### src/rtl/pcm_slot_pkg.sv
package pcm_slot_pkg;
  localparam int SAMPLE_W = 16;
  localparam int HALF_W   = SAMPLE_W / 2;

  typedef enum logic [1:0] {
    FMT_ULAW  = 2'd0,
    FMT_ALAW  = 2'd1,
    FMT_LIN16 = 2'd2,
    FMT_RSVD  = 2'd3
  } fmt_e;

  function automatic logic is_wide(fmt_e f);
    return f == FMT_LIN16;
  endfunction
endpackage

### src/rtl/pcm_frame_timer.sv
module pcm_frame_timer #(
  parameter int POS_W = 11
) (
  input  logic             clk_i,
  input  logic             rst_ni,
  input  logic             fsync_i,
  output logic             frame_start_o,
  output logic [POS_W-1:0] pos_o,
  output logic             pos_vld_o
);
  logic             fs_q;
  logic             synced_q;
  logic [POS_W-1:0] cnt_q;

  assign frame_start_o = fsync_i & ~fs_q;
  assign pos_o         = frame_start_o ? '0 : cnt_q;
  assign pos_vld_o     = frame_start_o | synced_q;

  always_ff @(posedge clk_i or negedge rst_ni) begin
    if (!rst_ni) begin
      fs_q     <= 1'b0;
      synced_q <= 1'b0;
      cnt_q    <= '0;
    end else begin
      fs_q <= fsync_i;
      if (frame_start_o) begin
        cnt_q    <= POS_W'(1);
        synced_q <= 1'b1;
      end else if (cnt_q != '1) begin
        cnt_q <= cnt_q + POS_W'(1);  // saturate so no slot re-fires late in a long frame
      end
    end
  end

  AST_SYNC_STICKY: assert property (@(posedge clk_i) disable iff (!rst_ni)
    synced_q |=> synced_q);
  AST_POS_RESTART: assert property (@(posedge clk_i) disable iff (!rst_ni)
    frame_start_o |=> (pos_o == POS_W'(1)));
endmodule

### src/rtl/pcm_tx_slot.sv
module pcm_tx_slot #(
  parameter int CNT_W    = 10,
  parameter int POS_W    = CNT_W + 1,
  parameter int SAMPLE_W = 16
) (
  input  logic                clk_i,
  input  logic                rst_ni,
  input  logic                frame_start_i,
  input  logic [POS_W-1:0]    pos_i,
  input  logic                pos_vld_i,
  input  logic [CNT_W-1:0]    start_i,
  input  logic [SAMPLE_W-1:0] data_i,
  input  logic                wide_i,
  input  logic                dbl_i,
  input  logic                early_i,
  output logic                dtx_o,
  output logic                dtx_en_o
);
  localparam int HALF_W = SAMPLE_W / 2;
  localparam int BIT_W  = $clog2(SAMPLE_W);

  logic [SAMPLE_W-1:0] hold_q, sh_q, src, load;
  logic [BIT_W-1:0]    left_q;
  logic                busy_q, ph_q, en_q;
  logic                start_hit, last_ph;

  assign start_hit = pos_vld_i && (pos_i == POS_W'(start_i));
  assign src       = frame_start_i ? data_i : hold_q;
  assign load      = wide_i ? src : {src[HALF_W-1:0], {HALF_W{1'b0}}};
  assign last_ph   = ~dbl_i | ph_q;

  always_ff @(posedge clk_i or negedge rst_ni) begin
    if (!rst_ni) begin
      hold_q <= '0;
      sh_q   <= '0;
      left_q <= '0;
      busy_q <= 1'b0;
      ph_q   <= 1'b0;
      en_q   <= 1'b0;
    end else begin
      if (frame_start_i) hold_q <= data_i;
      if (start_hit) begin
        busy_q <= 1'b1;
        sh_q   <= load;
        left_q <= wide_i ? BIT_W'(SAMPLE_W-1) : BIT_W'(HALF_W-1);
        ph_q   <= 1'b0;
        en_q   <= 1'b1;
      end else if (busy_q) begin
        if (last_ph) begin
          if (left_q == '0) begin
            busy_q <= 1'b0;
            en_q   <= 1'b0;
          end else begin
            sh_q   <= sh_q << 1;
            left_q <= left_q - BIT_W'(1);
            ph_q   <= 1'b0;
          end
        end else begin
          ph_q <= 1'b1;
          if (early_i && left_q == '0) en_q <= 1'b0;  // release mid last bit
        end
      end
    end
  end

  assign dtx_o    = en_q & sh_q[SAMPLE_W-1];
  assign dtx_en_o = en_q;

  AST_TX_START: assert property (@(posedge clk_i) disable iff (!rst_ni)
    start_hit |=> dtx_en_o);
  AST_TX_DBL_HOLD: assert property (@(posedge clk_i) disable iff (!rst_ni)
    (dbl_i && busy_q && !ph_q && !start_hit) |=> $stable(sh_q));
endmodule

### src/rtl/pcm_rx_slot.sv
module pcm_rx_slot #(
  parameter int CNT_W    = 10,
  parameter int POS_W    = CNT_W + 1,
  parameter int SAMPLE_W = 16
) (
  input  logic                clk_i,
  input  logic                rst_ni,
  input  logic [POS_W-1:0]    pos_i,
  input  logic                pos_vld_i,
  input  logic [CNT_W-1:0]    start_i,
  input  logic                wide_i,
  input  logic                dbl_i,
  input  logic                drx_i,
  output logic [SAMPLE_W-1:0] data_o,
  output logic                valid_o
);
  localparam int HALF_W = SAMPLE_W / 2;
  localparam int BIT_W  = $clog2(SAMPLE_W);

  logic [SAMPLE_W-1:0] sh_q, data_q;
  logic [BIT_W-1:0]    got_q, last_idx;
  logic                busy_q, ph_q, vld_q;
  logic                start_hit, last_ph;

  assign start_hit = pos_vld_i && (pos_i == POS_W'(start_i));
  assign last_ph   = ~dbl_i | ph_q;
  assign last_idx  = wide_i ? BIT_W'(SAMPLE_W-1) : BIT_W'(HALF_W-1);

  always_ff @(posedge clk_i or negedge rst_ni) begin
    if (!rst_ni) begin
      sh_q   <= '0;
      data_q <= '0;
      got_q  <= '0;
      busy_q <= 1'b0;
      ph_q   <= 1'b0;
      vld_q  <= 1'b0;
    end else begin
      vld_q <= 1'b0;
      if (start_hit) begin
        busy_q <= 1'b1;
        ph_q   <= 1'b0;
        got_q  <= '0;
      end else if (busy_q) begin
        if (last_ph) begin
          sh_q <= {sh_q[SAMPLE_W-2:0], drx_i};
          ph_q <= 1'b0;
          if (got_q == last_idx) begin
            busy_q <= 1'b0;
            vld_q  <= 1'b1;
            data_q <= wide_i ? {sh_q[SAMPLE_W-2:0], drx_i}
                             : {{HALF_W{1'b0}}, sh_q[HALF_W-2:0], drx_i};
          end else begin
            got_q <= got_q + BIT_W'(1);
          end
        end else begin
          ph_q <= 1'b1;
        end
      end
    end
  end

  assign data_o  = data_q;
  assign valid_o = vld_q;

  AST_RX_PULSE: assert property (@(posedge clk_i) disable iff (!rst_ni)
    valid_o |=> !valid_o);
  AST_RX_HOLD: assert property (@(posedge clk_i) disable iff (!rst_ni)
    !valid_o |-> $stable(data_o));
endmodule

### src/rtl/pcm_slot_port.sv
module pcm_slot_port #(
  parameter int CNT_W = 10
) (
  input  logic                               clk_i,
  input  logic                               rst_ni,
  input  logic                               fsync_i,
  input  logic                               drx_i,
  output logic                               dtx_o,
  output logic                               dtx_en_o,
  input  logic [1:0]                         fmt_i,
  input  logic                               dbl_clk_i,
  input  logic                               early_rel_i,
  input  logic [CNT_W-1:0]                   tx_start_i,
  input  logic [CNT_W-1:0]                   rx_start_i,
  input  logic [pcm_slot_pkg::SAMPLE_W-1:0]  tx_data_i,
  output logic [pcm_slot_pkg::SAMPLE_W-1:0]  rx_data_o,
  output logic                               rx_valid_o
);
  import pcm_slot_pkg::*;

  localparam int POS_W = CNT_W + 1;

  logic             frame_start, pos_vld, wide;
  logic [POS_W-1:0] pos;

  assign wide = is_wide(fmt_e'(fmt_i));

  pcm_frame_timer #(.POS_W(POS_W)) u_timer (
    .clk_i        (clk_i),
    .rst_ni       (rst_ni),
    .fsync_i      (fsync_i),
    .frame_start_o(frame_start),
    .pos_o        (pos),
    .pos_vld_o    (pos_vld)
  );

  pcm_tx_slot #(.CNT_W(CNT_W), .POS_W(POS_W), .SAMPLE_W(SAMPLE_W)) u_tx (
    .clk_i        (clk_i),
    .rst_ni       (rst_ni),
    .frame_start_i(frame_start),
    .pos_i        (pos),
    .pos_vld_i    (pos_vld),
    .start_i      (tx_start_i),
    .data_i       (tx_data_i),
    .wide_i       (wide),
    .dbl_i        (dbl_clk_i),
    .early_i      (early_rel_i),
    .dtx_o        (dtx_o),
    .dtx_en_o     (dtx_en_o)
  );

  pcm_rx_slot #(.CNT_W(CNT_W), .POS_W(POS_W), .SAMPLE_W(SAMPLE_W)) u_rx (
    .clk_i    (clk_i),
    .rst_ni   (rst_ni),
    .pos_i    (pos),
    .pos_vld_i(pos_vld),
    .start_i  (rx_start_i),
    .wide_i   (wide),
    .dbl_i    (dbl_clk_i),
    .drx_i    (drx_i),
    .data_o   (rx_data_o),
    .valid_o  (rx_valid_o)
  );

  AST_TX_NEEDS_SYNC: assert property (@(posedge clk_i) disable iff (!rst_ni)
    dtx_en_o |-> pos_vld);
  AST_RX_NEEDS_SYNC: assert property (@(posedge clk_i) disable iff (!rst_ni)
    rx_valid_o |-> pos_vld);
  AST_DTX_QUIET: assert property (@(posedge clk_i) disable iff (!rst_ni)
    !dtx_en_o |-> !dtx_o);
endmodule

### config.mk
export PLATFORM = sky130hd
export DESIGN_NAME = pcm_slot_port
export DESIGN_NICKNAME = d
export VERILOG_FILES = /design/src/rtl/pcm_slot_pkg.sv /design/src/rtl/pcm_frame_timer.sv /design/src/rtl/pcm_tx_slot.sv /design/src/rtl/pcm_rx_slot.sv /design/src/rtl/pcm_slot_port.sv
export SDC_FILE = /design/constraint.sdc
export NUM_CORES = 1
export LEC_CHECK = 0
export ABC_AREA = 1
export ABC_CLOCK_PERIOD_IN_PS = 2600
export BUFFER_PORTS_ARGS = -buffer_cell sky130_fd_sc_hd__buf_4
export CAP_MARGIN = 15
export CORE_MARGIN = 3
export CORE_UTILIZATION = 55
export DETAILED_ROUTE_END_ITERATION = 8
export HOLD_SLACK_MARGIN = 0.06
export PLACE_DENSITY = 0.77
export SLEW_MARGIN = 0
export SYNTH_ARGS = -nofsm -noshare
export SYNTH_HDL_FRONTEND = slang
export SYNTH_SLANG_ARGS = --single-unit
### constraint.sdc
create_clock -name clk_i -period 2.6 [get_ports clk_i]
set_input_delay 0.39 -clock clk_i [delete_from_list [all_inputs] [get_ports clk_i]]
set_output_delay 0.39 -clock clk_i [all_outputs]
set_load 0.01 [all_outputs]
==> results of run 1 <==
worst max-delay path by stage:
stage / start / to / slack [ns] / depth (start not counted)
after floorplan: u_timer.fs_q / u_tx.sh_q[5] / 0.91 / 15
after global placement: fsync_i / u_rx.sh_q[0] / 0.51 / 9
after detailed placement: fsync_i / u_rx.sh_q[1] / 0.44 / 9
after CTS: u_timer.fs_q / u_tx.sh_q[13] / 0.53 / 9
after global routing: u_timer.fs_q / u_rx.sh_q[0] / 0.27 / 10
final: u_timer.fs_q / u_tx.sh_q[13] / 0.51 / 9
cell usage after synthesis (all sizes together):
| master | number | area share [%] |
|---|---|---|
| dfrtp | 90 | 48 |
| nand2 | 253 | 21 |
| mux2 | 1 | 0.24 |
| nand3b | 15 | 2.4 |
| a21oi | 3 | 0.32 |
| ha | 3 | 0.80 |
| o31ai | 2 | 0.32 |
| a31oi | 2 | 0.27 |
| o311ai | 1 | 0.19 |
| clkbuf | 7 | 0.56 |
| nand3 | 34 | 3.9 |
| buf | 10 | 1.9 |
| clkinv | 1 | 0.080 |
| o211a | 1 | 0.21 |
| nand4 | 20 | 2.7 |
| xor2 | 6 | 1.1 |
| o211ai | 1 | 0.16 |
| mux2i | 1 | 0.21 |
| nor2 | 41 | 4.2 |
| inv | 57 | 4.6 |
| or2 | 2 | 0.27 |
| nor3 | 8 | 1.2 |
| o21ai | 49 | 5.3 |
| o21bai | 1 | 0.16 |
| and2 | 1 | 0.13 |
metrics by stage:
step           instance area (um2)  utilization (%)
6_report                      5482            66.38
5_1_grt                       5482            66.38
4_1_cts                       5482            66.38
3_5_place_dp                  5266            63.77
3_3_place_gp                  5266            63.77
2_1_floorplan                 4702                -
sequential cells by signal (all words and copies together), names as in the netlist:
register          flops
u_tx.ph_q             1
u_rx.data_o          16
u_tx.left_q           4
u_tx.hold_q          16
u_rx.ph_q             1
u_rx.busy_q           1
u_rx.valid_o          1
u_timer.fs_q          1
u_rx.got_q            4
u_tx.dtx_en_o         1
u_timer.synced_q      1
u_timer.cnt_q        11
u_rx.sh_q            15
u_tx.busy_q           1
u_tx.sh_q            16
metal layers:
layer / global-route usage, % / part of all wire (%) / routed length, um / vias to the layer above
li1: - / - / - / 2075
met1: 29.94 / 45 / 4633 / 1911
met2: 35.26 / 48 / 4933 / 115
met3: 3.751 / 4.3 / 438 / 19
met4: 9.244 / 2.4 / 241 / 0
met5: 0 / 0 / 0 / -
cell type report:
cell class,count,area (um2),share of cell area (%)
Timing Repair Buffer,70,550.5,10.04
Inverter,58,217.7,3.972
Multi-Input combinational cell,445,2115,38.58
Clock inverter,6,91.34,1.666
Sequential cell,90,2252,41.09
Clock buffer,9,123.9,2.260
Tap cell,105,131.4,2.397
power breakdown:
part	leakage [nW]	switching, mW	internal (mW)	total (mW)
logic	1.69	0.851	0.580	1.43
clock network	0.103	0.486	0.540	1.03
registers	1.17	0.272	1.79	2.06
total	2.96	1.61	2.91	4.52
logic make-up (layout without fill, tap and decap cells):
kind of cell | after synthesis | count (layout)
AO/OA/AOI/OAI | 60 | 60
XOR/XNOR | 6 | 6
adder cells (fa/ha/maj) | 3 | 3
buffers and inverters | 75 | 143
flip-flops | 90 | 90
multiplexers | 2 | 2
AND/OR/NAND/NOR | 374 | 374
==> metrics.md, run 1 <==
| Metric | Value |
|---|---|
| Run status | `complete, no violations` |
| CTS max path bufs | `2` |
| WP buf/inv | `3` |
| Aggregate routed wire length | `between 10,000 and 15,000 um` |
| CTS Hold Buffers Added | `0` |
| Most common cell after layout, fill and taps aside | `nand2_1` |
| Clk sink count | `90` |
| Synth Area in Adders | `less than 1%` |
| Worst hold margin | `approximately 0.11 ns` |
| GR Overflow Total | `0` |
| Detailed-route via count | `4,120` |
| Yosys reg bits | `90` |
| Yosys cell types | `38` |
| Largest net degree at the start of global routing | `a little over 60` |
| Crit path DAT | `~2.4 ns` |
| Final slew viol count | `0` |
| Final worst slack | `around 0.51 ns` |
| CTS clk-pin slew, worst paths | `about 0.090 ns` |
| Max incr delay on CP | `about 0.4 ns` |
| Detailed Routing Iterations Pass 1 | `4` |
| Drt drc | `0` |
| Largest family of logic cells by synthesized area | `simple AND/OR/NAND/NOR gates` |
| Vias per cell | `roughly 5.3` |
| Die area | `9694 um2` |
| Final period util | `just over 80%` |
| Num rows | `33` |
| Max H-tree Level | `3` |
| Fin Setup TNS | `0 ns` |
| Filler cell count | `704` |
| Actual slew at the worst max-slew pin | `slightly below 0.8 ns` |
| WS Path Type | `reg -> reg` |
| CP max stage cell | `dfrtp_1` |
| CTS root buf | `clkbuf_8` |
| Synth Area in XOR/XNOR | `1.118%` |
| P_leak | `roughly 3.0 nW` |
| Max-Cap Viols | `0` |
| CP Max Fanout | `38` |
| Setup Buffers After CTS | `0` |
| First-pass GRT wire length | `17,420 um` |
| Delay-heaviest family, CP | `simple AND/OR/NAND/NOR gates` |
| Starting DRC count in detailed routing | `between 150 and 200` |
| Initial Utilization | `56.94%` |
| Initial antenna violation count | `0` |
| RSZ-0062 raised after global routing | `no` |
| Routed Antenna Nets | `0` |
| Routability cong. | `0.8879` |
| Peak supply drop | `about 0.57 mV` |
| WL per Instance | `roughly 13 um` |
| Layout cell share with drive strength beyond 1 | `between 10% and 20%` |
| Post-synthesis sequential area ratio | `47.90%` |
| Power Total | `~4.5 mW` |
| Hold Path Class | `in -> async` |
| Worst-path cell chain | `inv_2 > nand2_4 > o21ai_1 > nand2_1 > nor3_4 > nand2_2 > inv_2 > o21ai_1 > inv_1` |
| Area Overhead vs Synth | `16.58%` |
| Worst slack, placed | `0.4419 ns` |
| Core footprint | `a little over 8000 um2` |
| Num CTS Buffers | `9` |
| Clk_lat worst skew | `0.36 ns` |
| Fin crit period | `2.093 ns` |
| Mapped Cells | `610` |
| Post-Synth Simple-Gate Area | `a little over a third` |
| Worst Setup End Kind | `flop` |
| RR Startpoint | `u_timer.fs_q` |
| Setup violators final | `0` |
| Synth Area in Compound Gates | `under 10%` |
| Mapped Area | `about 4700 um2` |
| Worst Path Required | `just under 3 ns` |
| Total nets after synthesis | `roughly 660` |
| Num ports | `63` |
| Port buffer count | `62` |
| Total global-route track usage | `approximately 22%` |
| Post-synthesis area per instance | `approximately 7.7 um2` |
| Max frequency | `~0.48 GHz` |
| Pwr/cell area | `between 800 and 900 nW/um2` |
| Hpwl dp | `approximately 7600 um` |
| Reg2reg path depth | `9` |
| Die Wd | `about 100 um` |
| Capture point of the worst reg-to-reg path | `u_tx.sh_q[13]` |
| Critical path launch point type | `flop` |
| Clk_skew | `~0.0094 ns` |
| Vias in the first global route | `around 3,800` |
| Nets | `just over 700` |
| Most frequent cells in the layout | `nand2_1, dfrtp_1, buf_4` |
| Multiplexer area fraction after synthesis | `less than 1%` |
| Post-Layout Cell Count | `~780` |
| Gates resized, CTS repair | `0` |
| Flop-to-flop setup slack | `0.51 ns` |
| Inst Count DP | `768` |
| CTS tree | `built` |
| Synthesis Warnings | `0` |
| Max-Slew Margin vs Limit | `a little under half` |
| Die height | `between 90 and 100 um` |
| Final Hold Viols | `0` |
| Ant diodes | `0` |
No activity file was read; power rests on OpenSTA's default activity.
==> run 2, diff against run 1 <==
--- a/config.mk
+++ b/config.mk
@@ -5,8 +5,8 @@
 export SDC_FILE = /design/constraint.sdc
 export NUM_CORES = 1
 export LEC_CHECK = 0
-export ABC_AREA = 1
-export ABC_CLOCK_PERIOD_IN_PS = 2600
+export ABC_AREA = 0
+export ABC_CLOCK_PERIOD_IN_PS = 2200
 export BUFFER_PORTS_ARGS = -buffer_cell sky130_fd_sc_hd__buf_4
 export CAP_MARGIN = 15
 export CORE_MARGIN = 3
==> constraint.sdc (replaced) <==
create_clock -name clk_i -period 2.2 [get_ports clk_i]
set_input_delay 0.33 -clock clk_i [delete_from_list [all_inputs] [get_ports clk_i]]
set_output_delay 0.33 -clock clk_i [all_outputs]
set_load 0.01 [all_outputs]
==> run 2 against run 1 <==
  * Via count is 22% lower
  * Fmax hardly changed
  * Hold slack better by 0.0099 ns
  * First-iteration DRC count is 1.0% higher
  * Largest power group unchanged
==> metrics.md, run 2 <==
| Metric | Value |
|---|---|
| Post-synth top cells | `dfrtp_1, nand2_1, mux2i_1, inv_1, mux2_2` |
| Most common cell after layout, fill and taps aside | `dfrtp_1` |
| Final slew viol count | `0` |
| Clk_skew | `between 0.01 and 0.015 ns` |
| Max-Cap Viols | `0` |
| Mapped Area | `4433 um2` |
| Final instance area | `approximately 5400 um2` |
| Final period util | `95.06%` |
| Post-synthesis area per instance | `10.61 um2` |
| Largest family of logic cells by synthesized area | `multiplexers` |
| Drt drc | `0` |
| Area Overhead vs Synth | `21.65%` |
| Synthesis Warnings | `0` |
| Nets | `between 500 and 600` |
| Ant diodes | `0` |
| Worst Path Required | `roughly 2.5 ns` |
| Pwr/cell area | `just over 700 nW/um2` |
| CP Max Fanout | `9` |
| Synth Area in XOR/XNOR | `under 10%` |
| Num rows | `32` |
| Setup violators final | `0` |
| Final Util | `between 60 and 70%` |
| Number of flops mapped to enable cells by yosys | `0` |
| Routability cong. | `a little under 0.9` |
| Fin crit period | `2.091 ns` |
| Peak supply drop | `between 0.5 and 0.6 mV` |
| Placed inst area | `5137 um2` |
| Fin Setup TNS | `0 ns` |
| Initial antenna violation count | `0` |
| Max H-tree Level | `3` |
| Post-synth top area cell | `dfrtp_1` |
| CTS tree | `built` |
| Post-synthesis sequential area ratio | `50.80%` |
| Post-synth top area share | `roughly 51%` |
| Clk_lat worst skew | `roughly 0.35 ns` |
| CTS root buf | `clkbuf_8` |
| Final worst slack | `about 0.11 ns` |
| WL per Instance | `between 10 and 15 um` |
| Crit path DAT | `2.36 ns` |
| Actual slew at the worst max-slew pin | `~0.53 ns` |
| Die height | `between 90 and 100 um` |
| Detailed-route via count | `between 3,000 and 4,000` |
| RSZ-0062 raised after global routing | `no` |
| Yosys cell types | `47` |
| Worst Setup End Kind | `flop` |
| Max frequency | `around 0.48 GHz` |
| Synth Area in Adders | `less than 1%` |
| Setup Buffers After CTS | `0` |
| Synth Area in Compound Gates | `~6.6%` |
| P_leak | `between 2 and 3 nW` |
| Top post-synthesis cells by area | `dfrtp_1, mux2i_1, nand2_1` |
| Aggregate routed wire length | `a little under 9000 um` |
| Mapped Cells | `between 400 and 500` |
| Post-Layout Cell Count | `approximately 600` |
| CTS max path bufs | `2` |
| Final Hold Viols | `0` |
| Total nets after synthesis | `about 470` |
| Most frequent cells in the layout | `dfrtp_1, buf_4, nand2_1` |
| Max-Slew Margin vs Limit | `between 60% and 70%` |
| First-pass GRT wire length | `~15,000 um` |
| Die area | `slightly above 9000 um2` |
| Starting DRC count in detailed routing | `slightly below 200` |
| Run status | `complete, no violations` |
| Post-Synth Simple-Gate Area | `15.58%` |
| Num CTS Buffers | `9` |
| Vias per cell | `between 5 and 6` |
| CTS clk-pin slew, worst paths | `around 0.09 ns` |
| Inst Count DP | `roughly 600` |
| Count leader, synth | `dfrtp_1` |
| GR Overflow Total | `0` |
| Yosys reg bits | `90` |
| Core footprint | `slightly below 8000 um2` |
| Ys flop type | `dfrtp_1` |
| Num ports | `63` |
| Hold Path Class | `in -> reg` |
| WS Path Type | `reg -> reg` |
| Routed Antenna Nets | `0` |
| Die Wd | `about 96 um` |
| Multiplexer area fraction after synthesis | `~18%` |
| Port buffer count | `between 60 and 70` |
| Critical path launch point type | `flop` |
| Initial Utilization | `57.07%` |
| Hpwl dp | `around 6700 um` |
| Layout cell share with drive strength beyond 1 | `28.86%` |
| Detailed Routing Iterations Pass 1 | `6` |
| Clk sink count | `90` |
| Worst slack, placed | `-0.002008 ns` |
| Vias in the first global route | `around 3,200` |
| Synth async-reset ratio | `100.0%` |
| Total global-route track usage | `about a fifth` |
| Largest net degree at the start of global routing | `44` |
## run 2: cell count changes in the layout (fill, tap and decap cells not counted), moves of 22 or more
cell	before	now
mux2_2	1	23
inv_1	53	23
mux2i_1	1	49
nand3_1	31	6
o21ai_1	29	0
nand2_1	245	72
## run 2: timing repair
action / in CTS / in global routing
resized for setup: 2 / 7
endpoints found under the hold margin: 40 / 0
hold buffers: 1 / 0
endpoints found under the setup margin: 4 / 16
pin swaps: 0 / 1
## run 2: cell families (layout without fill, tap and decap cells)
group                    count (synthesis)  in the layout
AO/OA/AOI/OAI                           42             42
XOR/XNOR                                16             16
adder cells (fa/ha/maj)                  3              3
buffers and inverters                   48            129
flip-flops                              90             90
multiplexers                            75             75
AND/OR/NAND/NOR                        144            144
## run 2: path summary, 6_finish.rpt
kind	slack [ns]	start	depth (start not counted)	end
worst min register to register	0.49	u_tx.hold_q[12]	2	u_tx.hold_q[12]
min in group asynchronous	0.50	rst_ni	2	u_timer.synced_q
worst max register to register	0.11	u_timer.cnt_q[0]	9	u_rx.data_o[8]
max in group asynchronous	1.08	rst_ni	3	u_timer.cnt_q[0]
worst min-delay path	0.12	fsync_i	1	u_timer.fs_q
worst max-delay path	0.11	u_timer.cnt_q[0]	9	u_rx.data_o[8]
## run 2: per-stage QoR
stage | total power, mW | hold slack, ns
after floorplan | 2.368 | 0.03441
after global placement | 2.611 | 0.3455
after detailed placement | 2.646 | 0.3523
after CTS | 3.857 | 0.09739
after global routing | 4.037 | 0.09722
final | 3.824 | 0.1191
## run 2: layout make-up
cell class / count / area, um2
clock buffer: 12 / 165.2
clock inverter: 4 / 56.30
fill: 608 / 2375
inverter: 23 / 86.33
multi-input combinational: 280 / 1974
sequential: 90 / 2255
tap: 102 / 127.6
timing repair buffer: 90 / 728.2
## run 2: critical path: stages, from the launching register on
cell	delay, ns
dfrtp_2	0.45
xnor2_1	0.13
a31oi_1	0.19
o32ai_2	0.11
buf_4	0.15
o2111a_4	0.15
or3_4	0.34
buf_12	0.15
buf_12	0.14
mux2i_2	0.19
## run 2: report_power, final
group / switching [mW] / internal (mW)
Combinational: 0.370 / 0.341
Clock: 0.569 / 0.629
Sequential: 0.108 / 1.81
## run 2: per-layer routing
metal	routed length [um]	global-route usage [%]
met1	3974	28.17
met2	4392	34.16
met4	102	5.569
met5	0	0
met3	416	4.222
